### config.mk
export PLATFORM = sky130hd
export DESIGN_NAME = mpu_regbank
export DESIGN_NICKNAME = d
export VERILOG_FILES = /design/src/rtl/mpu_pkg.sv /design/src/rtl/mpu_addr_decode.sv /design/src/rtl/mpu_ctrl_regs.sv /design/src/rtl/mpu_region_file.sv /design/src/rtl/mpu_regbank.sv
export SDC_FILE = /design/constraint.sdc
export NUM_CORES = 1
export LEC_CHECK = 0
export ABC_AREA = 0
export BUFFER_PORTS_ARGS = -buffer_cell sky130_fd_sc_hd__buf_2
export CAP_MARGIN = 25
export CORE_AREA = 5 5 229 231
export DETAILED_ROUTE_END_ITERATION = 16
export DIE_AREA = 0 0 234 236
export GPL_ROUTABILITY_DRIVEN = 0
export PLACE_DENSITY = 0.66
export SLEW_MARGIN = 20
export SYNTH_ARGS = -nofsm -noshare
export SYNTH_HDL_FRONTEND = slang
export SYNTH_SLANG_ARGS = --single-unit
### constraint.sdc
create_clock -name clk -period 4.6 [get_ports clk]
set_input_delay 0.69 -clock clk [delete_from_list [all_inputs] [get_ports clk]]
set_output_delay 0.69 -clock clk [all_outputs]
set_load 0.02 [all_outputs]
### src/rtl/mpu_pkg.sv
package mpu_pkg;
  typedef enum logic [2:0] {
    K_NONE, K_TYPE, K_CTRL, K_RNR, K_BASE, K_ATTR
  } reg_kind_e;

  localparam int          RN_W        = 4;
  localparam int          VALID_BIT   = 4;
  localparam int          VIEW_STRIDE = 8;
  localparam int          NUM_VIEWS   = 4;
  localparam logic [11:0] OFS_TYPE    = 12'hD90;
  localparam logic [11:0] OFS_CTRL    = 12'hD94;
  localparam logic [11:0] OFS_RNR     = 12'hD98;
  localparam logic [11:0] OFS_VIEW0   = 12'hD9C;
  localparam logic [15:0] SIZE_KEEP   = 16'hFF3F;
  localparam logic [15:0] ACC_KEEP    = 16'h173F;
endpackage

### src/rtl/mpu_addr_decode.sv
module mpu_addr_decode
  import mpu_pkg::*;
#(
  parameter int ADDR_W = 12
) (
  input  logic [ADDR_W-1:0] addr,
  output reg_kind_e         kind
);
  always_comb begin
    kind = K_NONE;
    if (addr == ADDR_W'(OFS_TYPE)) kind = K_TYPE;
    if (addr == ADDR_W'(OFS_CTRL)) kind = K_CTRL;
    if (addr == ADDR_W'(OFS_RNR))  kind = K_RNR;
    for (int v = 0; v < NUM_VIEWS; v++) begin
      if (addr == ADDR_W'(OFS_VIEW0) + ADDR_W'(v * VIEW_STRIDE))     kind = K_BASE;
      if (addr == ADDR_W'(OFS_VIEW0) + ADDR_W'(v * VIEW_STRIDE + 4)) kind = K_ATTR;
    end
  end
endmodule

### src/rtl/mpu_ctrl_regs.sv
module mpu_ctrl_regs
  import mpu_pkg::*;
#(
  parameter int NUM_REGIONS = 8
) (
  input  logic            clk,
  input  logic            rst_n,
  input  reg_kind_e       kind,
  input  logic            wr,
  input  logic [31:0]     wdata,
  output logic [2:0]      ctrl_q,
  output logic [RN_W-1:0] rnr_q,
  output logic            rnr_ok,
  output logic [RN_W-1:0] wr_idx,
  output logic            base_we,
  output logic            attr_we,
  output logic            flush_q,
  output logic            illegal_q
);
  localparam logic [RN_W:0] NREG = (RN_W+1)'(NUM_REGIONS);

  logic            use_own_idx;
  logic [RN_W-1:0] base_idx;
  logic            base_idx_ok;
  logic            ctrl_we;
  logic            rnr_we;

  assign use_own_idx = wdata[VALID_BIT];
  assign base_idx    = use_own_idx ? wdata[RN_W-1:0] : rnr_q;
  assign base_idx_ok = {1'b0, base_idx} < NREG;
  assign rnr_ok      = {1'b0, rnr_q} < NREG;

  assign ctrl_we = wr && (kind == K_CTRL);
  assign rnr_we  = wr && (kind == K_RNR) && (wdata < 32'(NUM_REGIONS));
  assign base_we = wr && (kind == K_BASE) && base_idx_ok;
  assign attr_we = wr && (kind == K_ATTR) && rnr_ok;
  assign wr_idx  = (kind == K_BASE) ? base_idx : rnr_q;

  always_ff @(posedge clk) begin
    if (!rst_n) begin
      ctrl_q    <= '0;
      rnr_q     <= '0;
      flush_q   <= 1'b0;
      illegal_q <= 1'b0;
    end else begin
      if (ctrl_we) ctrl_q <= wdata[2:0];
      if (rnr_we) rnr_q <= wdata[RN_W-1:0];
      else if (base_we && use_own_idx) rnr_q <= wdata[RN_W-1:0];
      flush_q   <= ctrl_we || base_we || attr_we;
      illegal_q <= ctrl_we && wdata[1] && !wdata[0];
    end
  end

  assert_rnr_in_range_R5: assert property (@(posedge clk) disable iff (!rst_n)
    {1'b0, rnr_q} < NREG);

  assert_rnr_keep_R5: assert property (@(posedge clk) disable iff (!rst_n)
    (wr && kind == K_RNR && wdata >= 32'(NUM_REGIONS)) |=> $stable(rnr_q));

  assert_ctrl_store_R3: assert property (@(posedge clk) disable iff (!rst_n)
    (wr && kind == K_CTRL) |=> (ctrl_q == $past(wdata[2:0])));
endmodule

### src/rtl/mpu_region_file.sv
module mpu_region_file
  import mpu_pkg::*;
#(
  parameter int NUM_REGIONS = 8
) (
  input  logic                      clk,
  input  logic                      rst_n,
  input  logic                      base_we,
  input  logic                      attr_we,
  input  logic [RN_W-1:0]           wr_idx,
  input  logic [31:0]               wdata,
  input  logic [RN_W-1:0]           rd_idx,
  output logic [31:0]               rd_base,
  output logic [15:0]               rd_size,
  output logic [15:0]               rd_acc,
  output logic [NUM_REGIONS*32-1:0] base_all,
  output logic [NUM_REGIONS*16-1:0] size_all,
  output logic [NUM_REGIONS*16-1:0] acc_all
);
  logic [31:0] base_q [NUM_REGIONS];
  logic [15:0] size_q [NUM_REGIONS];
  logic [15:0] acc_q  [NUM_REGIONS];

  always_ff @(posedge clk) begin
    for (int r = 0; r < NUM_REGIONS; r++) begin
      if (!rst_n) begin
        base_q[r] <= '0;
        size_q[r] <= '0;
        acc_q[r]  <= '0;
      end else if (wr_idx == RN_W'(r)) begin
        if (base_we) base_q[r] <= {wdata[31:5], 5'b0};
        if (attr_we) begin
          size_q[r] <= wdata[15:0] & SIZE_KEEP;
          acc_q[r]  <= wdata[31:16] & ACC_KEEP;
        end
      end
    end
  end

  always_comb begin
    rd_base = '0;
    rd_size = '0;
    rd_acc  = '0;
    for (int r = 0; r < NUM_REGIONS; r++) begin
      if (rd_idx == RN_W'(r)) begin
        rd_base = base_q[r];
        rd_size = size_q[r];
        rd_acc  = acc_q[r];
      end
    end
  end

  for (genvar g = 0; g < NUM_REGIONS; g++) begin : g_flat
    assign base_all[g*32 +: 32] = base_q[g];
    assign size_all[g*16 +: 16] = size_q[g];
    assign acc_all[g*16 +: 16]  = acc_q[g];
  end

  assert_base_store_R7: assert property (@(posedge clk) disable iff (!rst_n)
    base_we |=> (rd_base[4:0] == 5'b0));
endmodule

### src/rtl/mpu_regbank.sv
module mpu_regbank
  import mpu_pkg::*;
#(
  parameter int NUM_REGIONS = 8,
  parameter int ADDR_W      = 12
) (
  input  logic                      clk,
  input  logic                      rst_n,
  input  logic [ADDR_W-1:0]         bus_addr,
  input  logic                      bus_wr,
  input  logic [31:0]               bus_wdata,
  output logic [31:0]               bus_rdata,
  output logic                      mpu_enable,
  output logic                      mpu_fault_en,
  output logic                      mpu_privdef_en,
  output logic [NUM_REGIONS*32-1:0] region_base,
  output logic [NUM_REGIONS*16-1:0] region_size,
  output logic [NUM_REGIONS*16-1:0] region_access,
  output logic                      flush_pulse,
  output logic                      illegal_pulse
);
  localparam logic [RN_W:0] NREG = (RN_W+1)'(NUM_REGIONS);

  reg_kind_e       kind;
  logic [2:0]      ctrl_q;
  logic [RN_W-1:0] rnr_q;
  logic            rnr_ok;
  logic [RN_W-1:0] wr_idx;
  logic            base_we;
  logic            attr_we;
  logic [31:0]     rd_base;
  logic [15:0]     rd_size;
  logic [15:0]     rd_acc;

  mpu_addr_decode #(.ADDR_W(ADDR_W)) u_dec (
    .addr (bus_addr),
    .kind (kind)
  );

  mpu_ctrl_regs #(.NUM_REGIONS(NUM_REGIONS)) u_ctrl (
    .clk       (clk),
    .rst_n     (rst_n),
    .kind      (kind),
    .wr        (bus_wr),
    .wdata     (bus_wdata),
    .ctrl_q    (ctrl_q),
    .rnr_q     (rnr_q),
    .rnr_ok    (rnr_ok),
    .wr_idx    (wr_idx),
    .base_we   (base_we),
    .attr_we   (attr_we),
    .flush_q   (flush_pulse),
    .illegal_q (illegal_pulse)
  );

  mpu_region_file #(.NUM_REGIONS(NUM_REGIONS)) u_regions (
    .clk      (clk),
    .rst_n    (rst_n),
    .base_we  (base_we),
    .attr_we  (attr_we),
    .wr_idx   (wr_idx),
    .wdata    (bus_wdata),
    .rd_idx   (rnr_q),
    .rd_base  (rd_base),
    .rd_size  (rd_size),
    .rd_acc   (rd_acc),
    .base_all (region_base),
    .size_all (region_size),
    .acc_all  (region_access)
  );

  assign mpu_enable     = ctrl_q[0];
  assign mpu_fault_en   = ctrl_q[1];
  assign mpu_privdef_en = ctrl_q[2];

  always_comb begin
    bus_rdata = '0;
    case (kind)
      K_TYPE: bus_rdata = {16'b0, 8'(NUM_REGIONS), 8'b0};
      K_CTRL: bus_rdata = {29'b0, ctrl_q};
      K_RNR:  bus_rdata = {{(32-RN_W){1'b0}}, rnr_q};
      K_BASE: if (rnr_ok) bus_rdata = {rd_base[31:5], 1'b0, rnr_q};
      K_ATTR: if (rnr_ok) bus_rdata = {rd_acc, rd_size};
      default: bus_rdata = '0;
    endcase
  end

  assert_illegal_pulse_R4: assert property (@(posedge clk) disable iff (!rst_n)
    (bus_wr && kind == K_CTRL && bus_wdata[1] && !bus_wdata[0])
      |=> (illegal_pulse && flush_pulse));

  assert_flush_cause_R10: assert property (@(posedge clk) disable iff (!rst_n)
    flush_pulse |-> $past(bus_wr));

  assert_type_no_flush_R2: assert property (@(posedge clk) disable iff (!rst_n)
    (bus_wr && kind == K_TYPE) |=> !flush_pulse);

  assert_valid_sets_rnr_R6: assert property (@(posedge clk) disable iff (!rst_n)
    (bus_wr && kind == K_BASE && bus_wdata[VALID_BIT] &&
     ({1'b0, bus_wdata[RN_W-1:0]} < NREG))
      |=> (rnr_q == $past(bus_wdata[RN_W-1:0])));

  assert_drop_no_flush_R6: assert property (@(posedge clk) disable iff (!rst_n)
    (bus_wr && kind == K_BASE && bus_wdata[VALID_BIT] &&
     ({1'b0, bus_wdata[RN_W-1:0]} >= NREG))
      |=> (!flush_pulse && $stable(rnr_q)));

  assert_unmapped_quiet_R11: assert property (@(posedge clk) disable iff (!rst_n)
    (bus_wr && kind == K_NONE) |=> !flush_pulse);
endmodule

# Yosys cells after proc, flatten, opt, wreduce, memory -nomap -nowiden
# Memory sizes are Yosys's and may differ from the RTL's.
# Cells that the tools add are included.
[classes] magnitude_cmp=3 n_bitwise=24 mux=117 reduce_logical=16 n_eq_ne=30
[op_table] cell="$mux 32" n=10
[op_table] cell="$mux 16" n=16
[op_table] cell="$mux 27" n=8
[op_table] cell="$pmux 32 s5" n=1
[op_table] cell="$eq 12x12->1 const B" n=11
[op_table] cell="$mux 14" n=8
[op_table] cell="$mux 10" n=8
[op_table] cell="$mux 1" n=52
[op_table] cell="$eq 4x3->1 const B" n=8
[op_table] cell="$lt 32x4->1 const B" n=1
[op_table] cell="$mux 3" n=8
[op_table] cell="$or 1x1->1" n=24
[op_table] cell="$eq 4x2->1 const B" n=4
[op_table] cell="$mux 4" n=4
[op_table] cell="$logic_and 1x1->1" n=10
[op_table] cell="$eq 4x1->1 const B" n=2
[op_table] cell="$logic_not 4->1" n=2
[op_table] cell="$lt 4x4->1 const B" n=2
[op_table] cell="$eq 3x2->1 const B" n=2
[op_table] cell="$eq 3x3->1 const B" n=2
[op_table] cell="$mux 2" n=2
[op_table] cell="$eq 3x1->1 const B" n=1
[op_table] cell="$logic_or 1x1->1" n=2
[op_table] cell="$reduce_bool 2->1" n=1
[op_table] cell="$logic_not 1->1" n=1
[word_totals] in_bits=47 ramBits=408 register_bits=9 mem_count=3 out_inout_bits=549
[mem_list] name="u_regions.base_q" depth=8 word_bits=27 read_ports=8 rd_ports_with_merged_regs=0 write_ports=8 line="mpu_region_file.sv:20" rtl="logic [31:0] base_q [NUM_REGIONS];"
[mem_list] name="u_regions.size_q" depth=8 word_bits=14 read_ports=8 rd_ports_with_merged_regs=0 write_ports=8 line="mpu_region_file.sv:21" rtl="logic [15:0] size_q [NUM_REGIONS];"
[mem_list] name="u_regions.acc_q" depth=8 word_bits=10 read_ports=8 rd_ports_with_merged_regs=0 write_ports=8 line="mpu_region_file.sv:22" rtl="logic [15:0] acc_q [NUM_REGIONS];"

# Logic depth before layout (Yosys ltp)
[depth] ltp_word=20 depth_mapped=9

# Modules after synthesis
# A second synthesis with hierarchy kept.
[hier_totals] cells_unflattened=1743 area_unflattened_um2=21688.3
[modules_own_cells] mod="mpu_region_file" cells_per_inst=1575 area_each_um2=20269.4 instances=1 seq_area_each_um2=12251.8
[modules_own_cells] mod="mpu_regbank" cells_per_inst=87 area_each_um2=738.2 instances=1 seq_area_each_um2=0.0
[modules_own_cells] mod="mpu_ctrl_regs" cells_per_inst=71 area_each_um2=610.6 instances=1 seq_area_each_um2=180.2
[modules_own_cells] mod="mpu_addr_decode" cells_per_inst=10 area_each_um2=70.1 instances=1 seq_area_each_um2=0.0

# Least setup slack after synthesis
# Ideal clock, no wire load.
[synth_timing] path_type="input port to flip-flop" from="input bus_addr[4]" to="memory u_regions.base_q[1][27] (netlist name) (enable)" arrival_ps=3830 setup_time_ps=449 n_path_buf=0 t_required_ps=4151 setup_slack_ps=321 cell_stages=5 path_cell_list="nand2_1 -> mux2_2 -> nand3_4 -> mux2_2 -> o21ai_0"
[synth_rtl] element="start: declaration" line="mpu_regbank.sv:9" rtl="input logic [ADDR_W-1:0] bus_addr,"
[synth_rtl] element="end: declaration" line="mpu_region_file.sv:20"

# Worst setup path after layout
[layout_timing] from="register u_ctrl.rnr_q[0]" to="output bus_rdata[11]"
[layout_via] elab_chain_len=11
[layout_rtl] element="start: declaration" line="mpu_ctrl_regs.sv:12" rtl="output logic [RN_W-1:0] rnr_q,"
[layout_rtl] element="start signal: assignment" line="mpu_ctrl_regs.sv:47" rtl="if (rnr_we) rnr_q <= wdata[RN_W-1:0];"
[layout_rtl] element="start signal: assignment" line="mpu_ctrl_regs.sv:48" rtl="else if (base_we && use_own_idx) rnr_q <= wdata[RN_W-1:0];"
[layout_rtl] element="$logic_not 4->1" line="mpu_region_file.sv:45" rtl="if (rd_idx == RN_W'(r)) begin"
[layout_rtl] element="$mux 16 / $mux 32 (equally long branches) (8 in a row)" line="mpu_region_file.sv:45"
[layout_rtl] element="$mux 32 (on tied branches)" line="mpu_regbank.sv:83, mpu_regbank.sv:82"
[layout_rtl] element="$pmux 32 s5 *" line="mpu_regbank.sv:78" rtl="case (kind)"
[layout_rtl] element="end: declaration" line="mpu_regbank.sv:12" rtl="output logic [31:0] bus_rdata,"
# Every way passes the cells marked *; elsewhere a longest branch is shown, timed or not.

==> results.ini <==
[final_layout]
multi_input_comb_area_um2=7370
finish.net_count=2309
sequential_cell_area_um2=12400
num-fill-cells=4505
layout-area-overhead-vs-synth_pct=21.6
postLayoutCoreUtil_pct=50.5
postLayoutCellArea_um2=25200
instances_no_fill=2975
drive_above_1_share_pct=30.5

[critical_path]
cp_common_cell=sky130_fd_sc_hd__o22ai_1
slowest_cp_cell=sky130_fd_sc_hd__dfxtp_4
timing.critical_path.required_ps=3910
cp_num_buf_inv=2
arrival_ps=3470
worst_setup_end_kind=primary output
critPathKind=flip-flop to primary output
worstSetupStartpointType=flip-flop
timing.critical_path.slowest_cell_delay_ps=640
timing.critical_path.cells=buf_4 -> nand4b_1 -> o22ai_1 -> nor3_1 -> o211ai_1 -> o22ai_1 -> buf_2
crit_path_leading_delay_family=compound AO/OA/AOI/OAI gates
worst-path-max-fanout=34

[timing]
slew_viol_final=0
timing.final.setup_violations=0
min_period_over_period_pct=90.5
grt_setup_unrepaired=no
setup_tns_ps=0
period_minus_slack_ps=4160
report.final.hold_viol_count=0
maxClockFrequency_mhz=240
maxSlewHeadroom_pct=27.4
tightest_slew_ps=1090
clock-skew-final_ps=14.1

[synthesis]
post_synth_num_cell_types=81
most_common_library_cells_after_synthesis=sky130_fd_sc_hd__edfxtp_1 (408), sky130_fd_sc_hd__and2_1 (254), sky130_fd_sc_hd__nor2_1 (206)
yosysSeqAreaShare_pct=60.0
synth.avg_cell_area_um2=11.5
synth_top_flop_cell=sky130_fd_sc_hd__edfxtp_1
asyncSetResetFlopFracSynth_pct=0
netlist.area_leader.share_pct=59.2
postSynthCellCount=1796
post-synth-top-count-cell=sky130_fd_sc_hd__edfxtp_1
synth_area_um2=20700
postSynthRegisterBits=417
synth_top_cells_by_area=sky130_fd_sc_hd__edfxtp_1 (59%), sky130_fd_sc_hd__and2_1 (7.7%), sky130_fd_sc_hd__buf_4 (4.0%), sky130_fd_sc_hd__nor2_1 (3.7%), sky130_fd_sc_hd__a21oi_1 (2.1%)
ys.warnings.count=0
synth_enable_flop_cells=408
yosysTopAreaCell=sky130_fd_sc_hd__edfxtp_1

[grt]
grt_start_max_net_pins=40
global_route_wire_length_before_repair_um=128000
grt_overflow_total=0
grt_antenna_before_repair=6
grtUsageTotal_pct=32.1
grt_pass1_vias=17400

[detailed_routing]
antenna_violating_nets_post_route=0
avgRoutedWirePerCell_um=31.2
post_drt_via_cell_ratio=5.91
vias=17600
postRouteWirelength_um=92900
drtPass1Iterations=6
number_of_drc_violations_after_detailed_routing_iteration_0=2517
drc_errors=0

[clock_tree]
cts_max_path_buffers=3
clkSinkCount=417
cts_made_buffers=44
cts-hold-fix-buffers=0
clk_root_buffer_cell=sky130_fd_sc_hd__clkbuf_16
cts-htree-levels=2
worstSkewPairLatency_ps=580
clk_pin_slew_worst_paths_ps=70
cts_setup_buffers=0
postCtsResizedCells=0
cts_tree=done

[floorplan]
chipWidth_um=234
floorplan.initialDensity_pct=41.5
core_area_um2=49900
num_rows=82
top_level_ports=596
die_y_um=236
die_area_um2=55200

[power]
power_density_nw_per_um2=350
static-leakage-power_nw=9.73
vdd_ir_drop_max_uv=251
p_total_mw=8.81

[place]
place.port_buffers=491
detailedPlacementHpwl_um=67600
detailed_place.area_um2=23800
instance_count_after_placement_with_tap_cells_included=2888

[outcome]
result_of_the_run=completed

[min_path]
min-delay-path-class=primary input to flip-flop

[flow_run]
max-cap-violations=0

[area by class of cell]
cell class / instances / share of cell area, %
Timing Repair Buffer: 567 / 12.1
Tap cell: 672 / 3.34
Multi-Input combinational cell: 1218 / 29.3
Clock buffer: 52 / 4.58
Sequential cell: 417 / 49.4
Inverter: 14 / 0.209
Clock inverter: 29 / 0.994
Antenna cell: 6 / 0.0596
[cells by family after synthesis]
group / after synthesis / share of synthesized area (%)
AO/OA/AOI/OAI: 365 / 11.8
other: 1 / 0.0181
multiplexers: 51 / 3.08
buffers and inverters: 264 / 7.21
flip-flops: 417 / 60.0
AND/OR/NAND/NOR: 698 / 17.8
[layout by cell type (no fill, tap or decap), types with 6 or more instances in the layout]
master,count
sky130_fd_sc_hd__edfxtp_1,408
sky130_fd_sc_hd__nand2_1,106
sky130_fd_sc_hd__nand2b_1,24
sky130_fd_sc_hd__nand4_1,11
sky130_fd_sc_hd__a2bb2oi_1,21
sky130_fd_sc_hd__o211ai_1,18
sky130_fd_sc_hd__o221ai_1,23
sky130_fd_sc_hd__o22ai_1,17
sky130_fd_sc_hd__a22oi_1,16
sky130_fd_sc_hd__clkbuf_16,45
sky130_fd_sc_hd__o21ai_0,71
sky130_fd_sc_hd__and3_1,6
sky130_fd_sc_hd__a22o_1,10
sky130_fd_sc_hd__o21bai_1,10
sky130_fd_sc_hd__clkbuf_1,7
sky130_fd_sc_hd__mux2i_1,32
sky130_fd_sc_hd__clkinv_1,12
sky130_fd_sc_hd__a221o_1,10
sky130_fd_sc_hd__o22a_1,6
sky130_fd_sc_hd__a21oi_1,86
sky130_fd_sc_hd__clkinv_2,7
sky130_fd_sc_hd__o21ai_2,8
sky130_fd_sc_hd__a21oi_2,11
sky130_fd_sc_hd__nand3_1,20
sky130_fd_sc_hd__buf_2,491
sky130_fd_sc_hd__nor2_1,204
sky130_fd_sc_hd__and2_1,254
sky130_fd_sc_hd__nor3_1,16
sky130_fd_sc_hd__nor4_1,10
sky130_fd_sc_hd__conb_1,104
sky130_fd_sc_hd__buf_4,75
sky130_fd_sc_hd__mux2_2,9
sky130_fd_sc_hd__dfxtp_1,6
sky130_fd_sc_hd__o21ai_4,8
sky130_fd_sc_hd__inv_1,13
sky130_fd_sc_hd__diode_2,6
[metal layers]
metal,GRT usage (%),part of all wire (%)
met2,53.9,49
met5,0,0.013
met4,12.3,4.6
met1,40.4,36
met3,7.18,11
[worst paths after layout]
kind                            depth (start not counted)        startpoint  slack (ps)                       to
worst max register to register                          5   u_ctrl.rnr_q[0]         770  u_regions.base_q[0][10]
worst max-delay path                                    7   u_ctrl.rnr_q[0]         440            bus_rdata[11]
worst min register to register                          2  u_ctrl.ctrl_q[0]         500         u_ctrl.ctrl_q[0]
worst min-delay path                                    2     bus_wdata[31]         460  u_regions.base_q[1][26]
[report_power, final]
group,switching (mW),internal [mW]
clock,1.55,2.02
combinational,0.605,0.174
sequential,0.137,4.32
[state kept, by name (all words and copies together) (netlist names)]
signal            flops
u_ctrl.flush_q        1
u_regions.size_q    112
u_regions.acc_q      80
u_regions.base_q    216
u_ctrl.illegal_q      1
u_ctrl.rnr_q          4
u_ctrl.ctrl_q         3
[through the flow]
step / setup slack [ps] / hold WS (ps)
after floorplan: 321 / 545
after global placement: 858 / 489
after detailed placement: 746 / 489
after CTS: 464 / 432
after global routing: 305 / 465
final: 437 / 461
(Power assumes the default switching activity.)
